--- config.mk ---
export PLATFORM = sky130hd
export DESIGN_NAME = aes_dkey_extract
export DESIGN_NICKNAME = d
export VERILOG_FILES = /design/src/rtl/aes_dk_pkg.sv /design/src/rtl/aes_dk_subword.sv /design/src/rtl/aes_dk_nextword.sv /design/src/rtl/aes_dk_seq.sv /design/src/rtl/aes_dkey_extract.sv
export SDC_FILE = /design/constraint.sdc
export NUM_CORES = 2
export LEC_CHECK = 0
export BUFFER_PORTS_ARGS = -buffer_cell sky130_fd_sc_hd__buf_2
export CORE_MARGIN = 3
export CORE_UTILIZATION = 52
export DETAILED_ROUTE_END_ITERATION = 16
export GPL_TIMING_DRIVEN = 0
export HOLD_SLACK_MARGIN = 0.15
export PLACE_DENSITY = 0.73
export REMOVE_ABC_BUFFERS = 1
export SLEW_MARGIN = 20
export SYNTH_ARGS = -nofsm -noshare
export SYNTH_HDL_FRONTEND = slang
export SYNTH_SLANG_ARGS = --single-unit
--- constraint.sdc ---
create_clock -name clk -period 23.3 [get_ports clk]
set_input_delay 1.165 -clock clk [delete_from_list [all_inputs] [get_ports clk]]
set_output_delay 1.165 -clock clk [all_outputs]
set_load 0.01 [all_outputs]
--- src/rtl/aes_dk_pkg.sv ---
package aes_dk_pkg;
  localparam int WORD_W    = 32;
  localparam int OUT_WORDS = 8;
  localparam int KEY_W     = WORD_W * OUT_WORDS;
  localparam int IDX_W     = 6;

  typedef logic [WORD_W-1:0]             word_t;
  typedef logic [OUT_WORDS-1:0][WORD_W-1:0] wvec_t;

  localparam logic [1:0] KL_128 = 2'd0;
  localparam logic [1:0] KL_192 = 2'd1;
  localparam logic [1:0] KL_256 = 2'd2;
  localparam logic [1:0] KL_BAD = 2'd3;

  function automatic logic [7:0] xtime(input logic [7:0] b);
    return {b[6:0], 1'b0} ^ (b[7] ? 8'h1b : 8'h00);
  endfunction

  function automatic logic [7:0] gf_mul(input logic [7:0] a, input logic [7:0] b);
    logic [7:0] acc = 8'h00;
    logic [7:0] aa  = a;
    for (int i = 0; i < 8; i++) begin
      if (b[i]) acc = acc ^ aa;
      aa = xtime(aa);
    end
    return acc;
  endfunction

  // x^254 is the field inverse (and maps 0 to 0)
  function automatic logic [7:0] gf_inv(input logic [7:0] x);
    logic [7:0] r = 8'h01;
    for (int i = 7; i >= 0; i--) begin
      r = gf_mul(r, r);
      if (i != 0) r = gf_mul(r, x);
    end
    return r;
  endfunction

  function automatic logic [7:0] rotl8(input logic [7:0] v, input int n);
    return (v << n) | (v >> (8 - n));
  endfunction

  function automatic logic [7:0] sbox_f(input logic [7:0] x);
    logic [7:0] b = gf_inv(x);
    return b ^ rotl8(b, 1) ^ rotl8(b, 2) ^ rotl8(b, 3) ^ rotl8(b, 4) ^ 8'h63;
  endfunction

  function automatic word_t rot_word(input word_t w);
    return {w[23:0], w[31:24]};
  endfunction

  function automatic logic [3:0] nk_of(input logic [1:0] code);
    case (code)
      KL_128:  return 4'd4;
      KL_192:  return 4'd6;
      default: return 4'd8;
    endcase
  endfunction

  function automatic logic [IDX_W-1:0] last_idx(input logic [1:0] code);
    case (code)
      KL_128:  return IDX_W'(43);
      KL_192:  return IDX_W'(51);
      default: return IDX_W'(59);
    endcase
  endfunction

  // schedule index that lands in output slot j; 0 means the slot is never written
  function automatic logic [IDX_W-1:0] slot_src(input logic [1:0] code, input int j);
    case (code)
      KL_128:  return (j < 4) ? IDX_W'(40 + j) : IDX_W'(0);
      KL_192:  return (j < 4) ? IDX_W'(48 + j) : IDX_W'(42 + j);
      default: return (j < 4) ? IDX_W'(56 + j) : IDX_W'(48 + j);
    endcase
  endfunction

  // key words placed so that the newest sits in the highest slot
  function automatic wvec_t load_win(input logic [KEY_W-1:0] key, input logic [1:0] code);
    wvec_t w;
    int    base = OUT_WORDS - int'(nk_of(code));
    for (int j = 0; j < OUT_WORDS; j++) begin
      if (j >= base) w[j] = key[KEY_W-1-WORD_W*(j-base) -: WORD_W];
      else           w[j] = '0;
    end
    return w;
  endfunction
endpackage

--- src/rtl/aes_dk_subword.sv ---
module aes_dk_subword
  import aes_dk_pkg::*;
(
  input  word_t din,
  output word_t dout
);
  for (genvar b = 0; b < WORD_W / 8; b++) begin : g_byte
    assign dout[8*b +: 8] = sbox_f(din[8*b +: 8]);
  end
endmodule

--- src/rtl/aes_dk_nextword.sv ---
module aes_dk_nextword
  import aes_dk_pkg::*;
(
  input  word_t      prev,
  input  word_t      far,
  input  logic [7:0] rcon,
  input  logic       is_round,
  input  logic       is_half,
  output word_t      nxt
);
  word_t sub_in, sub_out, mixed;

  assign sub_in = is_round ? rot_word(prev) : prev;

  aes_dk_subword u_sub (.din(sub_in), .dout(sub_out));

  always_comb begin
    if (is_round)     mixed = sub_out ^ {rcon, 24'h000000};
    else if (is_half) mixed = sub_out;
    else              mixed = prev;
  end

  assign nxt = far ^ mixed;
endmodule

--- src/rtl/aes_dk_seq.sv ---
module aes_dk_seq
  import aes_dk_pkg::*;
(
  input  logic             clk,
  input  logic             rst_n,
  input  logic             key_load,
  input  logic [1:0]       key_code,
  input  logic             start,
  output logic             busy,
  output logic             valid,
  output logic             err,
  output logic [1:0]       len_q,
  output logic [IDX_W-1:0] idx,
  output logic [2:0]       pos,
  output logic [7:0]       rcon,
  output logic             load_ok,
  output logic             start_ok,
  output logic             step_fire,
  output logic             last_step
);
  logic dirty;
  logic load_bad;
  logic [3:0] nk_q;

  assign nk_q      = nk_of(len_q);
  assign load_ok   = key_load && (key_code != KL_BAD);
  assign load_bad  = key_load && (key_code == KL_BAD);
  assign start_ok  = start && dirty && !busy && !load_ok;
  assign step_fire = busy && !load_ok;
  assign last_step = step_fire && (idx == last_idx(len_q));

  always_ff @(posedge clk) begin
    if (!rst_n) begin
      busy  <= 1'b0;
      valid <= 1'b0;
      err   <= 1'b0;
      dirty <= 1'b0;
      len_q <= KL_128;
      idx   <= '0;
      pos   <= '0;
      rcon  <= 8'h01;
    end else begin
      err <= load_bad;
      if (load_ok) begin
        len_q <= key_code;
        dirty <= 1'b1;
        valid <= 1'b0;
        busy  <= 1'b0;
      end else if (busy) begin
        if (last_step) begin
          busy  <= 1'b0;
          valid <= 1'b1;
          dirty <= 1'b0;
        end else begin
          idx <= idx + 1'b1;
          pos <= (pos == 3'(nk_q - 4'd1)) ? 3'd0 : pos + 3'd1;
          if (pos == 3'd0) rcon <= xtime(rcon);
        end
      end else if (start_ok) begin
        busy <= 1'b1;
        idx  <= IDX_W'(nk_q);
        pos  <= 3'd0;
        rcon <= 8'h01;
      end
    end
  end
endmodule

--- src/rtl/aes_dkey_extract.sv ---
module aes_dkey_extract
  import aes_dk_pkg::*;
(
  input  logic             clk,
  input  logic             rst_n,
  input  logic             key_load,
  input  logic [1:0]       key_code,
  input  logic [KEY_W-1:0] key_data,
  input  logic             start,
  output logic             busy,
  output logic             dkey_valid,
  output logic             load_err,
  output logic [KEY_W-1:0] dkey_out
);
  logic [1:0]       len_q;
  logic [IDX_W-1:0] idx;
  logic [2:0]       pos;
  logic [7:0]       rcon;
  logic             load_ok, start_ok, step_fire, last_step;
  logic             is_round, is_half;
  wvec_t            win;
  word_t            far, nxt;
  word_t            slot [OUT_WORDS];

  aes_dk_seq u_seq (
    .clk(clk), .rst_n(rst_n), .key_load(key_load), .key_code(key_code),
    .start(start), .busy(busy), .valid(dkey_valid), .err(load_err),
    .len_q(len_q), .idx(idx), .pos(pos), .rcon(rcon), .load_ok(load_ok),
    .start_ok(start_ok), .step_fire(step_fire), .last_step(last_step)
  );

  always_comb begin
    case (len_q)
      KL_128:  far = win[OUT_WORDS-4];
      KL_192:  far = win[OUT_WORDS-6];
      default: far = win[OUT_WORDS-8];
    endcase
  end

  assign is_round = (pos == 3'd0);
  assign is_half  = (len_q == KL_256) && (pos == 3'd4);

  aes_dk_nextword u_next (
    .prev(win[OUT_WORDS-1]), .far(far), .rcon(rcon),
    .is_round(is_round), .is_half(is_half), .nxt(nxt)
  );

  // sliding window of the most recent schedule words
  always_ff @(posedge clk) begin
    if (!rst_n) begin
      win <= '0;
    end else if (load_ok) begin
      win <= load_win(key_data, key_code);
    end else if (step_fire) begin
      win <= {nxt, win[OUT_WORDS-1:1]};
    end
  end

  for (genvar j = 0; j < OUT_WORDS; j++) begin : g_slot
    always_ff @(posedge clk) begin
      if (!rst_n)                                     slot[j] <= '0;
      else if (start_ok)                              slot[j] <= '0;
      else if (step_fire && idx == slot_src(len_q, j)) slot[j] <= nxt;
    end
    assign dkey_out[KEY_W-1-WORD_W*j -: WORD_W] = slot[j];
  end
endmodule

* Word-level counts from Yosys, hierarchy flattened
Memories as Yosys holds them, arrays and structs flattened. Index checks and enable logic that the tools add are counted.
Operators by class: reduce and logical (&&, ||, !) cells 30, equality and inequality tests 18, bitwise gates (word level) 813, add/subtract/negate cells 20, shifts and indexed selects 8, multiplexer cells 923, $lt $le $gt $ge 8
Operator list (count):
- 2-to-1 mux 8 bit | 424
- XOR 8 bit | 381
- XOR 8 x 5 -> 8 bit | 364
- indexed part select 287 x 12 -> 32 bit | 8
- 2-to-1 mux 5 bit | 369
- 2-to-1 mux 32 bit | 27
- 2-to-1 mux 256 bit | 2
- 2-to-1 mux 6 bit | 23
- subtractor 9 x 11 -> 12 bit (first input constant) | 8
- case mux 32 bit (2 select lines) | 1
- XOR 32 bit | 2
- == test 6 bit | 9
- case mux 6 bit (2 select lines) | 4
- 2-to-1 mux 1 bit | 45
- case mux 5 bit (2 select lines) | 4
- OR 8 x 1 -> 8 bit | 4
- OR 8 x 2 -> 8 bit | 4
- OR 8 x 3 -> 8 bit | 4
- OR 8 x 4 -> 8 bit | 4
- 2-to-1 mux 7 bit | 4
- NOT 1 bit (first input constant) | 28
- 2-to-1 mux 3 bit | 8
- 2-to-1 mux 4 bit | 6
- subtractor 4 x 5 -> 6 bit (first input constant) | 4
- 31 further kinds | 83
Word-level totals: output and inout bits 259, input bits 262, memories kept 1, memory bits (writable) 256, bits in registers 279
Memory list:
- slot | depth 8, width 32, read ports 8, clocked after Yosys merged registers in 0, write ports 8, line aes_dkey_extract.sv:23 | word_t slot [OUT_WORDS];

* Depth between registers and ports, before layout
depth after elaboration 229, gate-level depth with buffers 103

* Cells and area by module
From an unflattened synthesis, not the netlist that was laid out.
Unflattened totals: cells, all modules 10288, area total of the unflattened synthesis 85296.8 um2
Modules (own cells, without submodules):
- aes_dk_subword | seq. area each 0.0 um2, area an instance 57532.7 um2, times used 1, cells an instance 7231
- aes_dkey_extract | seq. area each 12812.3 um2, area an instance 25318.0 um2, times used 1, cells an instance 2795
- aes_dk_seq | seq. area each 460.4 um2, area an instance 1229.9 um2, times used 1, cells an instance 141
- aes_dk_nextword | seq. area each 0.0 um2, area an instance 1216.2 um2, times used 1, cells an instance 121

* Worst setup path after synthesis
No wires, ideal clock.
path type register -> register, start reg u_seq.pos[0], end mem slot[0][119] (netlist bit), data pin, path buffers 10, data arrival time 23.588 ns, path slack -0.561 ns, period minus slack after synthesis 23.861 ns, setup time 0.273 ns, stages on the path, launching flop included 99, cells stage by stage dfxtp_1 -> inv_1 -> ha_1 -> nand2b_2 -> buf_8 -> buf_8 -> mux2i_1 -> xnor2_2 -> xnor3_2 -> xnor2_1 -> nor2_1 -> xnor3_1 -> a221oi_4 -> a2111oi_0 -> a41o_1 -> o21a_2 -> nor2_2 -> inv_2 -> [63 not listed] -> nand2_1 -> mux2_2 -> o22ai_1 -> xnor3_2 -> inv_2 -> buf_6 -> ha_1 -> xnor2_2 -> and2b_1 -> xor2_1 -> o31ai_1 -> a311oi_1 -> o22ai_1 -> xnor3_2 -> xor2_1 -> o21ai_1 -> xnor2_1 -> nor2_1
RTL lines:
- start, declared | line aes_dk_seq.sv:14 | output logic [2:0] pos,
- start signal, assigned | line aes_dk_seq.sv:56 | pos <= (pos == 3'(nk_q - 4'd1)) ? 3'd0 : pos + 3'd1;
- end, declared | line aes_dkey_extract.sv:23

==> summary.md <==
| Metric | Value |
|---|---|
| H-tree depth | 2 |
| Most common cell in the netlist | nor2_1 |
| Hold Violations, Final | 0 |
| PortBufs | 520 |
| Clk buf depth | 3 |
| Total Routed Length | 312000 um |
| Drt pass-1 iters | 10 |
| Met2 Resource Use GR | approximately 52% |
| Total grt overflow | 0 |
| Post-synth ARST share | 0% |
| R2r startpoint | win[245]$_SDFFE_PN0P_ |
| Fillcell total | 12181 |
| First-pass GRT wire length | 451000 um |
| GR peak layer | met2 |
| Syn Inst Count | slightly above 10000 |
| Most used DFF post-synth | dfxtp_1 |
| Tcrit/Tclk final | 99.8% |
| Final antenna-violating net count | 0 |
| Number of flops mapped to enable cells by yosys | around 260 |
| Crit path from | win[245]$_SDFFE_PN0P_ |
| Synth area leader | xnor2_1 |
| Initial Util | roughly 53% |
| I/O Pins | about 520 |
| Row count | 146 |
| CP top delay family | XOR/XNOR gates |
| CP startpoint kind | flop |
| Layout Nets | about 11000 |
| Synthesis warning total | 0 |
| Nature of the critical path endpoint | flop |
| Initial antenna violation count | 49 |
| Mean post-synth cell area | a little over 8 sq um |
| WL per Instance | roughly 24 um |
| M3 GR Usage | ~8.1% |
| Yosys top cell area share | 14.7% |
| Worst EP arrival | between 20000 and 25000 ps |
| Die width | between 400 and 500 um |
| Max-slew headroom | 17.8% |
| Crit-path max cell delay | roughly 950 ps |
| Final Setup Violations | 0 |
| Share of layout cells above drive strength 1 | approximately 23% |
| RePlAce Congestion | 0.920 |
| Gr usage total | roughly a third |
| Status | finished clean |
| Worst path buffer plus inverter count | 15 |
| Synth cell types | between 100 and 150 |
| Area of the multi-input gates | approximately 0.073 sq mm |
| Die H | roughly 410 um |
| Clock Pin Slew Worst Setup and Hold Paths | ~70 ps |
| Routed vias | between 80000 and 90000 |
| # DRC | 0 |
| Max-Cap Viols | 0 |
| Area of the mapped netlist | ~0.084 sq mm |
| Worst-Skew Late Latency | about 700 ps |
| CP most frequent cell | xnor3_2 |
| Register area share after synthesis | 15.8% |
| Largest net degree at the start of global routing | about 130 |
| DP Wirelength | 200000 um |
| Setup TNS | 0 ps |
| Critical path required time | 23670 ps |
| Synth Register Bits | 535 |
| Flip-flop and latch area | around 0.013 sq mm |
| Met1 Usage GRT | a little over two fifths |
| Commonest cells post-synth | nor2_1, xnor2_1, nand2_1 |
| Max-slew violations | 0 |
| Worst-path maximum fanout | 21 |
| Die area | about 0.17 sq mm |
| Core area | 0.159 sq mm |
| Initial DRC Count | ~11000 |
| Fin crit period | approximately 23000 ps |
| Clk_skew | slightly above 80 ps |
| Hold wc startpoint | u_seq.valid$_SDFFE_PP0P_ |
| CTS tree | done |
| # clock sinks | ~540 |
| Slew @ Worst Pin | 1230 ps |
| Synth area leaders | xnor2_1, xnor3_1, edfxtp_1, nor2_1, mux2i_1 |
| Vias in the first global route | just under 80000 |
| CTS buffer count | 55 |
| Hold Crit Class | reg2reg |
| Highest clock rate | 43.0 MHz |
| Area Growth Syn to Fin | 22.0% |
| Vias/cell | 6.46 |
| CP Class | reg2reg |
| Critical-path top delay cell | dfxtp_2 |
| Root buf cell | clkbuf_16 |
[layer usage]
layer | share of wire, % | wire (um) | vias to the layer above
met5 | 0.089 | 277 | -
met3 | 12 | 38400 | 1287
met4 | 5.5 | 17100 | 18
met2 | 45 | 140000 | 5757
met1 | 37 | 117000 | 39941
li1 | - | - | 36706
[stage by stage]
stage / instance area (sq um) / util [%] / setup WS, ps / std cells / hold WS, ps
2_1_floorplan: 79900 / - / -5860 / 9359 / 453
3_3_place_gp: 85200 / 53.4 / -15110 / 12025 / 457
3_5_place_dp: 89500 / 56.1 / -8960 / 12171 / 464
4_1_cts: 97200 / 60.9 / 9.89 / 12534 / 480
5_1_grt: 102000 / 64.2 / -340 / 12949 / 511
6_report: 102000 / 64.2 / 52.1 / 12963 / 475
[state kept, by name, summed over array words and instances, names as in the netlist]
signal and cells:
u_seq.pos 3, win 256, u_seq.valid 1, u_seq.err 1, u_seq.idx 6, u_seq.len_q 2
u_seq.busy 1, u_seq.dirty 1, u_seq.rcon 8, slot 256
[cells by family after synthesis]
| family | after synthesis | share of synthesized area, % |
|---|---|---|
| AO/OA/AOI/OAI | 2130 | 16.6 |
| other | 2 | 0.00894 |
| AND/OR/NAND/NOR | 3336 | 17.4 |
| XOR/XNOR | 2556 | 35.9 |
| multiplexers | 688 | 8.54 |
| buffers and inverters | 887 | 5.27 |
| adder cells (fa/ha/maj) | 31 | 0.462 |
| flip-flops | 535 | 15.8 |
[layout make-up]
type	count	share of cell area, %
Multi-Input combinational cell	8763	71.3
Sequential cell	535	13.0
Timing Repair Buffer	1297	10.8
Tap cell	2146	2.62
Clock buffer	78	1.54
Inverter	81	0.363
Clock inverter	23	0.248
Antenna cell	39	0.0953
Timing Repair inverter	1	0.00488
[worst reg2reg max path: cells and delay by family, from the launching register on]
family | cells | cell delay, ps
AO/OA/AOI/OAI | 12 | 2490
buffers and inverters | 15 | 2110
AND/OR/NAND/NOR | 12 | 1950
multiplexers | 2 | 850
adder cells (fa/ha/maj) | 3 | 900
XOR/XNOR | 44 | 13690
flip-flops | 1 | 950
[final timing paths]
path	end	slack, ps	cells after the start
max reg2reg	slot[0][87]$_SDFFCE_PN0P_	50	88
min reg2reg	u_seq.valid$_SDFFE_PP0P_	470	2
max	slot[0][87]$_SDFFCE_PN0P_	50	88
min	u_seq.valid$_SDFFE_PP0P_	470	2
[what timing repair did]
item                                    in CTS  in global routing
setup buffers                              247                380
resized for setup                          498                344
cloned                                      15                 11
hold buffers                                 0                  0
pin swaps                                  152                194
endpoints found under the setup margin     288                288
[layout by cell type (no fill, tap or decap), types with 53 or more instances in the layout]
cell type  Yosys  layout
o22a_1       109     109
xor2_1       527     438
xor2_2        36      58
nand2_1      821     798
and2_1        89      89
edfxtp_1     256     256
a31oi_1       74      73
mux2_2       100      79
a211oi_1      58      53
mux2i_1      559     515
o22ai_1      136     133
clkbuf_16      0      60
xnor2_1     1409    1212
xnor2_2      118     187
buf_2        109     518
nor2b_1      114     110
buf_4         47     593
a211o_1       56      56
xnor3_1      353     266
inv_1         61      54
a22oi_1      151     149
o21ai_0      477     471
nor3_1       214     207
xnor2_4        9     139
xnor3_2       44     123
nand3_1      217     215
a21oi_1      562     540
dfxtp_1      279     253
xor2_4         3      71
nor2_1      1565    1531
buf_16         0      79
Power is not shown: default switching activity piles up to over one toggle a cycle in this logic, so the estimate is an artifact.
